**config.mk**
```make
export PLATFORM = sky130hd
export DESIGN_NAME = par_pred_add
export DESIGN_NICKNAME = d
export VERILOG_FILES = /design/src/rtl/par_pred_add.sv
export SDC_FILE = /design/constraint.sdc
export NUM_CORES = 1
export LEC_CHECK = 0
export ABC_AREA = 1
export BUFFER_PORTS_ARGS = -buffer_cell sky130_fd_sc_hd__buf_2
export CAP_MARGIN = 20
export CORE_MARGIN = 5
export CORE_UTILIZATION = 46
export DETAILED_ROUTE_END_ITERATION = 12
export PLACE_DENSITY = 0.79
export SLEW_MARGIN = 5
export SYNTH_ARGS = -nofsm -noshare
export SYNTH_HDL_FRONTEND = slang
export SYNTH_SLANG_ARGS = --single-unit
```
**constraint.sdc**
```tcl
create_clock -name vclk -period 5.6
set_clock_uncertainty 0.2 [all_clocks]
set_input_delay 1.12 -clock vclk [all_inputs]
set_output_delay 1.12 -clock vclk [all_outputs]
set_load 0.01 [all_outputs]
```
**src/rtl/par_pred_add.sv**
```systemverilog
module par_pred_add #(
  parameter int W = 8
) (
  input  logic [W-1:0] a_data,
  input  logic         a_par,
  input  logic [W-1:0] b_data,
  input  logic         b_par,
  input  logic         cin,
  output logic [W-1:0] sum,
  output logic         sum_par,
  output logic         fault
);

  logic [W-1:0] mc;
  logic [W-1:0] dc;
  logic [W-1:0] gen_v;
  logic [W-1:0] prop_v;
  logic         pred;
  logic         act_par;
  logic         a_bad;
  logic         b_bad;

  assign mc[0] = cin;
  assign dc[0] = cin;
  assign gen_v  = a_data & b_data;
  assign prop_v = a_data | b_data;

  genvar i;
  generate
    for (i = 0; i < W; i++) begin : g_bit
      assign sum[i] = a_data[i] ^ b_data[i] ^ mc[i];
      if (i < W - 1) begin : g_carry
        assign mc[i+1] = (a_data[i] & b_data[i]) | (mc[i] & (a_data[i] ^ b_data[i]));
        assign dc[i+1] = gen_v[i] | (prop_v[i] & dc[i]);
      end
    end
  endgenerate

  assign pred    = a_par ^ b_par ^ (^dc);
  assign act_par = ^sum;
  assign a_bad   = (^a_data) ^ a_par;
  assign b_bad   = (^b_data) ^ b_par;

  assign sum_par = pred;
  assign fault   = (act_par ^ pred) | a_bad | b_bad;

endmodule

```
==> reports/qor.tcl <==
set qor(outcome) {finished, violations left}
set qor(failed_checks) {negative setup slack}
set qor(finalSetupViolCount) 1
set qor(overall_fraction_of_global_route_tracks_in_use_pct) 13.4
set qor(post_layout_instance_count_excluding_filler_cells) 176
set qor(route.met3.wl_um) 32
set qor(ys_top_cells_by_count) {sky130_fd_sc_hd__inv_1 (28), sky130_fd_sc_hd__nand2_1 (20), sky130_fd_sc_hd__xnor2_1 (17)}
set qor(pwr_density_cell_nw_per_um2) 194
set qor(initial_antenna_violation_count) 0
set qor(path_common_cell) {sky130_fd_sc_hd__fa_2}
set qor(critical_path_required_time_ps) 4280
set qor(critical_path_s_slowest_cell) {sky130_fd_sc_hd__fa_1}
set qor(synth.lib_cells_used.distinct) 17
set qor(holdPathStages) 3
set qor(drt_iter0_markers) 2
set qor(antenna_violating_nets_post_route) 0
set qor(fraction_of_layout_instances_using_a_drive_strength_above_1_pct) 38.4
set qor(cap_viol_max_count) 0
set qor(period_share_pct) 102
set qor(synthXorXnorAreaFrac_pct) 29.3
set qor(area.growth.synth_to_final_pct) 30.6
set qor(ys.warnings.count) 0
set qor(synthAdderAreaFrac_pct) 33.8
set qor(dp_hpwl_um) 1630
set qor(routed_via_density) 4.20
set qor(synth.net_count) 155
set qor(mappedNetlistArea_um2) 860
set qor(core_um2) 1750
set qor(met2WireLength_um) 949
set qor(critPathCaptureType) {output pin}
set qor(highest-signal-layer) {met3}
set qor(worst-path-max-fanout) 2
set qor(diode_count) 0
set qor(finish.net_count) 191
set qor(grt_max_degree) 5
set qor(min-delay-start) {a_data[0]}
set qor(globalRoute.totalOverflow) 0
set qor(yosys.cell_count.top_type) {sky130_fd_sc_hd__inv_1}
set qor(synth_compound_gate_area_share_pct) 1.16
set qor(number_of_fill_cells) 163
set qor(vias) 740
set qor(synth_top_cells_by_area) {sky130_fd_sc_hd__ha_1 (17%), sky130_fd_sc_hd__xnor2_1 (17%), sky130_fd_sc_hd__fa_1 (16%)}
set qor(syn-instance-count) 117
set qor(finalWorstSetupSlack_ps) -116
set qor(crit_path_start) {cin}
set qor(multi_input_comb_area_um2) 757
set qor(detail_route.first_pass.iterations) 3
set qor(finalWeightedCongestion) 0.796
set qor(io_buffers) 29
set qor(die_h_um) 53.2
set qor(crit_path_start_kind) {input pin}
set qor(setup.worst_path.class) {input pin to output pin}
set qor(timing.final.max_slew_violations) 0
set qor(worst-endpoint-arrival_ps) 4400
set qor(synth_simple_gate_area_share_pct) 18.9
set qor(floorplan.die.width_um) 53.2
set qor(peakVddDrop_v) 0.000130
set qor(wl_per_cell_um) 9.47
set qor(worst_path_cell_trace) {buf_2 > fa_2 > inv_2 > fa_1 > inv_1 > fa_2 > inv_2 > fa_2 > fa_2 > inv_1 > fa_2 > fa_1 > xnor2_2 > xnor2_2 > xnor2_2 > inv_1 > nand2_2 > nand3_2 > buf_6}
set qor(timing.final.hold_violations) 0
set qor(clockBufferCount) 0
set qor(minimum_period_implied_by_the_final_worst_setup_slack_ps) 5720
set qor(setup_repair_after_global_routing_missed_its_margin) {yes}
set qor(ys_seq_area_share_pct) 0
set qor(p_leak_nw) 0.652
set qor(seq_cell_count) 0
set qor(synthDominantAreaCellType) {sky130_fd_sc_hd__ha_1}
set qor(wirelength_met1_um) 684
set qor(via_count_of_the_first_global_routing_pass) 726
set qor(ctsHoldBuffers) 0
set qor(design.die.area_um2) 2830
set qor(worst_hold_path_type) {input pin to output pin}
set qor(hold_path_end) {sum[0]}
set qor(drc) 0
set qor(fmax_mhz) 175
set qor(slew_headroom_pct) 81.0
set qor(wire_length_of_the_first_global_routing_pass_um) 2900
set qor(max_slew.worst_pin.slew_ps) 283
set qor(post-place-cells) 176
set qor(row_count) 15
set qor(synthesis.area_per_instance_um2) 7.35
set qor(num_io_pins) 29
set qor(maximum_single_stage_delay_on_the_critical_path_ps) 510
set qor(flip_flop_and_latch_area_um2) 0
set qor(synth_top_family_by_area) {adder cells}
set qor(finalCoreUtilization_pct) 64.3
set qor(tns_ps) -116
set qor(post_synth_mux_area_share_pct) 0
set qor(routed_wirelength_um) 1670
set qor(share_of_the_synthesized_area_in_the_top_cell_type_pct) 17.5
set qor(initial_utilization_pct) 49.2
per-layer routing:
layer	track usage (%)	vias to the layer above
li1	-	394
met2	27.3	6
met4	0	0
met5	0	-
met1	16.1	340
met3	0	0
metrics by stage:
step	power [W]	setup slack [ps]	cell area (um^2)	hold slack, ps
after floorplan	0.000149	57.5	860	2260
after global placement	0.000192	-171	1070	2450
after detailed placement	0.000197	-215	1070	2480
after CTS	0.000198	-189	1080	2480
after global routing	0.000241	-300	1120	2500
final	0.000217	-116	1120	2490
worst max-delay path by stage:
stage,cells after the start,to,slack (ps)
CTS,19,fault,-190
detailed placement,19,fault,-210
finish,19,fault,-120
floorplan,17,fault,60
global route,19,fault,-300
global placement,19,fault,-170
cell families after synthesis:
group	after synthesis
compound gates	2
xor+xnor	27
simple gates	34
buf+inv	35
fa+ha+maj	19
worst max-delay path: cells and delay by family:
kind          cells  cell delay, ps
buf+inv           7             530
fa+ha+maj         7            2120
xor+xnor          3             500
simple gates      2             120
layout by cell type (no fill, tap or decap), types with 3 or more instances in the layout:
cell                       netlist  routed
sky130_fd_sc_hd__buf_2           0      28
sky130_fd_sc_hd__xnor2_1        17      14
sky130_fd_sc_hd__inv_1          28      26
sky130_fd_sc_hd__nand2_1        20      20
sky130_fd_sc_hd__xnor2_2         2       5
sky130_fd_sc_hd__nand3_1         5       5
sky130_fd_sc_hd__ha_1           12      12
sky130_fd_sc_hd__fa_2            0       5
sky130_fd_sc_hd__nand2_2         5       5
sky130_fd_sc_hd__inv_2           3       5
sky130_fd_sc_hd__xor2_1          8       7
sky130_fd_sc_hd__clkinv_1        3       3
sky130_fd_sc_hd__buf_4           0       5
report_power, final:
group	total, W	internal (W)	switching [W]	leakage, nW
registers	0	0	0	0
clock network	0	0	0	0
logic	0.000217	0.000109	0.000108	0.652
timing repair:
action,CTS,global route
gates resized for setup,1,11
setup endpoints to repair,1,1
pin swaps,2,6
cloned,0,0
buffers inserted,0,0
hold endpoints to repair,0,0
final cells by class:
| type | instances | share of cell area (%) |
|---|---|---|
| timing repair buffer | 34 | 16.8 |
| tap | 25 | 2.79 |
| inverter | 35 | 12.9 |
| multi-input combinational | 82 | 67.4 |
No activity file was read; power rests on OpenSTA's default activity.
